--- src/rtl/pair_seq_pkg.sv ---
`timescale 1ns/1ps
package pair_seq_pkg;
  localparam logic [7:0] OPC_LOAD  = 8'h01;
  localparam logic [7:0] OPC_ADD   = 8'h05;
  localparam logic [7:0] OPC_STORE = 8'h21;
  localparam logic [7:0] OPC_JUMP  = 8'h0D;

  typedef enum logic [2:0] {
    K_LOAD, K_ADD, K_STORE, K_JUMP, K_HALT
  } op_kind_e;

  typedef enum logic [3:0] {
    ST_FETCH_A, ST_FETCH_R, ST_FETCH_W, ST_SPLIT,
    ST_EXEC, ST_OP_W, ST_OP_X, ST_ST_W, ST_NEXT, ST_HALT
  } seq_state_e;
endpackage

--- src/rtl/insn_fields.sv ---
`timescale 1ns/1ps
module insn_fields #(
  parameter int OPC_W = 8,
  parameter int ADR_W = 12,
  localparam int INSN_W = OPC_W + ADR_W
) (
  input  logic [INSN_W-1:0] insn,
  output logic [OPC_W-1:0]  opc,
  output logic [ADR_W-1:0]  adr
);
  // opcode sits in the upper part of each instruction
  assign opc = insn[INSN_W-1 -: OPC_W];
  assign adr = insn[ADR_W-1:0];
endmodule

--- src/rtl/opcode_decode.sv ---
`timescale 1ns/1ps
module opcode_decode
  import pair_seq_pkg::*;
#(
  parameter int OPC_W = 8
) (
  input  logic [OPC_W-1:0] opc,
  output op_kind_e         kind
);
  always_comb begin
    if (opc == OPC_W'(OPC_LOAD))       kind = K_LOAD;
    else if (opc == OPC_W'(OPC_ADD))   kind = K_ADD;
    else if (opc == OPC_W'(OPC_STORE)) kind = K_STORE;
    else if (opc == OPC_W'(OPC_JUMP))  kind = K_JUMP;
    else                               kind = K_HALT; // halt and all unknown codes
  end
endmodule

--- src/rtl/acc_alu.sv ---
`timescale 1ns/1ps
module acc_alu #(
  parameter int DATA_W = 40
) (
  input  logic [DATA_W-1:0] acc,
  input  logic [DATA_W-1:0] operand,
  input  logic              add_en,
  output logic [DATA_W-1:0] result
);
  // sum wraps modulo 2^DATA_W, carry out is dropped
  assign result = add_en ? (acc + operand) : operand;
endmodule

--- src/rtl/pair_fetch_seq.sv ---
`timescale 1ns/1ps
module pair_fetch_seq
  import pair_seq_pkg::*;
#(
  parameter int OPC_W      = 8,
  parameter int ADR_W      = 12,
  parameter int ADDR_LIMIT = 1000,
  parameter int RESET_PC   = 0,
  localparam int INSN_W = OPC_W + ADR_W,
  localparam int DATA_W = 2 * INSN_W
) (
  input  logic              clk,
  input  logic              rst_n,
  output logic [ADR_W-1:0]  mem_addr,
  output logic              mem_rd,
  output logic              mem_wr,
  output logic [DATA_W-1:0] mem_wdata,
  input  logic [DATA_W-1:0] mem_rdata,
  output logic              halted,
  output logic [ADR_W-1:0]  pc_out,
  output logic [DATA_W-1:0] acc_out
);
  localparam logic [ADR_W-1:0] LAST_ADR = ADR_W'(ADDR_LIMIT - 1);
  localparam logic [ADR_W-1:0] LIM_ADR  = ADR_W'(ADDR_LIMIT);

  seq_state_e          state;
  logic [ADR_W-1:0]    pc, mar;
  logic [DATA_W-1:0]   mbr, acc;
  logic [OPC_W-1:0]    ir;
  logic [INSN_W-1:0]   ibr;
  logic                ibr_full;

  logic [OPC_W-1:0]    left_opc, buf_opc;
  logic [ADR_W-1:0]    left_adr, buf_adr, pc_next;
  logic [DATA_W-1:0]   alu_out;
  op_kind_e            kind;
  logic                addr_ok, op_read;

  insn_fields #(.OPC_W(OPC_W), .ADR_W(ADR_W)) i_left (
    .insn(mbr[DATA_W-1 -: INSN_W]), .opc(left_opc), .adr(left_adr));

  insn_fields #(.OPC_W(OPC_W), .ADR_W(ADR_W)) i_buf (
    .insn(ibr), .opc(buf_opc), .adr(buf_adr));

  opcode_decode #(.OPC_W(OPC_W)) i_dec (.opc(ir), .kind(kind));

  acc_alu #(.DATA_W(DATA_W)) i_alu (
    .acc(acc), .operand(mbr), .add_en(kind == K_ADD), .result(alu_out));

  assign addr_ok = (mar < LIM_ADR);
  assign pc_next = (pc == LAST_ADR) ? '0 : pc + 1'b1;
  assign op_read = (state == ST_EXEC) && addr_ok && (kind == K_LOAD || kind == K_ADD);

  assign mem_addr  = mar;
  assign mem_wdata = mbr;
  assign mem_rd    = (state == ST_FETCH_R) || op_read;
  assign mem_wr    = (state == ST_ST_W);
  assign halted    = (state == ST_HALT);
  assign pc_out    = pc;
  assign acc_out   = acc;

  always_ff @(posedge clk or negedge rst_n) begin
    if (!rst_n) begin
      state    <= ST_FETCH_A;
      pc       <= ADR_W'(RESET_PC);
      mar      <= '0;
      mbr      <= '0;
      acc      <= '0;
      ir       <= '0;
      ibr      <= '0;
      ibr_full <= 1'b0;
    end else begin
      case (state)
        ST_FETCH_A: begin
          mar   <= pc;
          state <= ST_FETCH_R;
        end
        ST_FETCH_R: state <= ST_FETCH_W;
        ST_FETCH_W: begin
          mbr   <= mem_rdata;
          state <= ST_SPLIT;
        end
        ST_SPLIT: begin
          ir       <= left_opc;
          mar      <= left_adr;
          ibr      <= mbr[INSN_W-1:0];
          ibr_full <= 1'b1;
          pc       <= pc_next;
          state    <= ST_EXEC;
        end
        ST_EXEC: begin
          if (!addr_ok || kind == K_HALT) begin
            state <= ST_HALT;
          end else begin
            case (kind)
              K_LOAD, K_ADD: state <= ST_OP_W;
              K_STORE: begin
                mbr   <= acc;
                state <= ST_ST_W;
              end
              default: begin // jump
                pc       <= mar;
                ibr_full <= 1'b0;
                state    <= ST_FETCH_A;
              end
            endcase
          end
        end
        ST_OP_W: begin
          mbr   <= mem_rdata;
          state <= ST_OP_X;
        end
        ST_OP_X: begin
          acc   <= alu_out;
          state <= ST_NEXT;
        end
        ST_ST_W: state <= ST_NEXT;
        ST_NEXT: begin
          if (ibr_full) begin
            ir       <= buf_opc;
            mar      <= buf_adr;
            ibr_full <= 1'b0;
            state    <= ST_EXEC;
          end else begin
            state <= ST_FETCH_A;
          end
        end
        default: state <= ST_HALT;
      endcase
    end
  end
endmodule

--- config.mk ---
export PLATFORM = sky130hd
export DESIGN_NAME = pair_fetch_seq
export DESIGN_NICKNAME = d
export VERILOG_FILES = /design/src/rtl/pair_seq_pkg.sv /design/src/rtl/insn_fields.sv /design/src/rtl/opcode_decode.sv /design/src/rtl/acc_alu.sv /design/src/rtl/pair_fetch_seq.sv
export SDC_FILE = /design/constraint.sdc
export NUM_CORES = 1
export LEC_CHECK = 0
export BUFFER_PORTS_ARGS = -buffer_cell sky130_fd_sc_hd__clkbuf_2
export CORE_MARGIN = 2
export CORE_UTILIZATION = 55
export DETAILED_ROUTE_END_ITERATION = 12
export MAX_ROUTING_LAYER = met4
export PLACE_DENSITY = 0.81
export SLEW_MARGIN = 20
export SYNTH_ARGS = -nofsm -noshare
export SYNTH_HDL_FRONTEND = slang
export SYNTH_SLANG_ARGS = --single-unit
--- constraint.sdc ---
create_clock -name clk -period 3.2 [get_ports clk]
set_input_delay 0.48 -clock clk [delete_from_list [all_inputs] [get_ports clk]]
set_output_delay 0.48 -clock clk [all_outputs]
set_load 0.01 [all_outputs]
==> flow_summary.toml <==
[hold_path]
hold_class = "in2async"

[floorplanning]
die-area_um2 = 16800
start_util_pct = 56.7
fp.dieW_um = 130
core_um2 = 15300
die_h_um = 130
fp-row-count = 45
ioPinCount = 149

[clock_tree]
worst_skew_pair.late_latency_ps = 420
cts.htree.levels = 4
cts_resized = 0
path_clk_slew_ps = 60
cts_inserted_buffers = 17
post_cts_buffers = 0
cts_tree = "done"
root_buffer = "clkbuf_16"
clock_sinks = 137
clockBufferDepth = 2
ctsHoldBuffers = 0

[setup_path]
arrival_ps = 3160
cp_max_fo = 5
worst_setup_path_end_kind = "register"
critPathLaunch = "mem_wdata[14]"
r2r_cells = 10
worstSetupPathType = "reg2reg"
crit_required_ps = 3500
r2r_setup_slack_ps = 340
cp-start-kind = "register"
rr_startpoint = "mem_wdata[14]"
reg2reg_to = "acc_out[36]"
crit_end = "acc_out[36]"

[place]
io_buffers = 148
place.gp.congestion = 0.940
post-dp-hpwl_um = 17500
place_area_um2 = 9690

[logic_synthesis]
syn_avg_cell_area_um2 = 8.48
postSynthCellCount = 1024
synth_warnings = 0
synth-edff-count = 0
syn_area_um2 = 8690
synth_ff_type = "dfrtp_1"
syn_nets = 1107
ys_seq_area_share_pct = 39.5
async_flop_share_pct = 100
ys_types = 61
ys_ff_latch = 137

[sta]
slew_violations = 0
tns_ps = 0
setup_viol = 0
fin_worst_skew_ps = 8.72
period_share_pct = 89.3
hold_viol = 0
max_slew_margin_pct = 38.6
rsz0062_at_grt = "no"
fmax_ghz = 0.350
finalCriticalPeriod_ps = 2860
worst_pin_slew_ps = 918

[pwr]
seq_power_share_pct = 28.4
powerDensity_nw_per_um2 = 1300
total_power_w = 0.0133
p_comb_share_pct = 57.6
swShare_pct = 48.0
internal_power_w = 0.00693
clkPwrFrac_pct = 14.0
switchingPower_w = 0.00639
cellLeakagePower_nw = 4.60
vdd_drop_max_mv = 0.710

[layout]
layout-drive-gt1-share_pct = 19.9
antennaDiodeCount = 0
n_fill_cell = 1320
synthToLayoutAreaGrowth_pct = 17.9
fin_nets = 1234
fin_area_um2 = 10200

[global_routing]
grt_first_pass_wirelength_um = 40400
grt_max_degree = 73
grt-ovfl-total = 0
grt_use_total_pct = 31.6
grt_pass1_vias = 7767
grt_antenna_before_repair = 0

[route]
drt_drc_violations_left = 0
drt-total-wl_um = 25000
antenna_left = 0
post_drt_wl_per_cell_um = 18.2
vias = 8361
drtPass1Iterations = 5
viasPerCell = 6.08
drtIter0Drc = 709

[run_status]
outcome = "completed"

[flow_run]
maxCapViolCount = 0
## sequential cells by signal, summed over array words and instances, names as in the netlist
register   flops
state          4
mem_addr      12
pc_out        12
ir             8
ibr           20
mem_wdata     40
ibr_full       1
acc_out       40
## cells in the final DEF (no fill, tap or decap), types with 13 or more instances in the layout
master     instances
nand2_1           92
a31oi_1           33
a21o_1            16
and3_1            18
nor2_1           149
o21ai_0           71
clkbuf_2         147
nand3_1           18
a22oi_1           13
nor3_1            22
clkbuf_16         17
xnor2_1           13
dfrtp_1          137
a21oi_1          136
inv_1             14
mux2i_1           52
mux2_2            20
ha_1              40
buf_4             17
## cell families (layout without fill, tap and decap cells)
group,count (synthesis),count (layout),share of synthesized area [%]
buffers and inverters,74,214,3.23
adders and majority gates,41,41,5.99
xor gates and xnor gates,25,25,2.52
AOI/OAI and AO/OA,325,325,22.4
DFF,137,137,39.5
muxes,72,72,8.58
and+or+nand+nor,350,350,17.8
## worst max-delay path, stage by stage (launching register included)
cell and delay, ps:
dfrtp_1 420, ha_1 400, nand2_2 100, or3_1 390, or3_1 390, or2_0 220
o22a_2 250, a21oi_4 200, a31oi_4 120, mux2i_1 160, a31oi_1 90
## per-stage QoR
step | hold slack (ps) | worst slack [ps] | cells | utilization [%]
4_1_cts | 83.8 | 347 | 1375 | 66.9
3_3_place_gp | 490 | 359 | 1343 | 63.3
6_report | 69.6 | 341 | 1375 | 66.9
5_1_grt | 110 | 126 | 1375 | 66.9
3_5_place_dp | 498 | 349 | 1343 | 63.3
2_1_floorplan | 184 | 485 | 1024 | -
## cell usage after synthesis, types with 3 or more instances
library cell	count	area, um2
nor2_1	151	567
dfrtp_1	137	3430
a21oi_1	136	681
nand2_1	92	345
o21ai_0	71	355
clkbuf_1	55	206
mux2i_1	52	521
ha_1	40	500
a31oi_1	33	206
nor3_1	22	110
mux2_2	20	225
nand3_1	19	95.1
and3_1	18	113
a21o_1	16	120
inv_1	14	52.6
a22oi_1	13	97.6
xnor2_1	13	114
xor2_1	12	105
nand4_1	11	68.8
nor2b_1	8	50.1
o21a_1	8	60.1
o211ai_1	7	52.6
a211oi_1	6	45.0
nor3b_1	5	37.5
a21boi_0	4	30.0
a221oi_1	4	35.0
and2_1	4	25.0
nand2b_1	4	25.0
nor4_1	4	25.0
buf_1	3	11.3
o22ai_1	3	18.8
## area by class of cell
type / instances / area [um2] / area share (%)
clock buffer: 24 / 482 / 4.70
clock inverter: 8 / 70.1 / 0.684
inverter: 14 / 52.6 / 0.513
multi-input combinational: 813 / 5010 / 48.9
sequential: 137 / 3430 / 33.5
tap: 211 / 264 / 2.58
timing repair buffer: 168 / 935 / 9.13
## power groups by stage
stage               clock [W]  combinational [W]  sequential, W
global placement            0            0.00742        0.00372
CTS                   0.00188            0.00759        0.00375
global route          0.00198            0.00851        0.00390
detailed placement          0            0.00751        0.00377
finish                0.00186            0.00767        0.00379
floorplan                   0            0.00531        0.00363
## how the worst min path moves through the flow
stage	startpoint	to	slack, ps	cells past startpoint
6_report	rst_n	pc_out[6]	70	1
5_1_grt	rst_n	pc_out[6]	110	1
4_1_cts	rst_n	pc_out[6]	80	1
3_5_place_dp	ibr[3]	ibr[3]	500	1
3_3_place_gp	ibr[19]	ibr[19]	490	1
2_1_floorplan	rst_n	acc_out[0]	180	0
## per-layer routing
layer	wire (um)	global-route usage (%)	part of all wire (%)	up-vias
li1	-	-	-	3962
met1	11000	42.7	44	4032
met2	11900	49.2	47	337
met3	1780	6.19	7.1	30
met4	376	7.65	1.5	0
met5	0	-	0	-
Power figures use the tool's default switching activity.
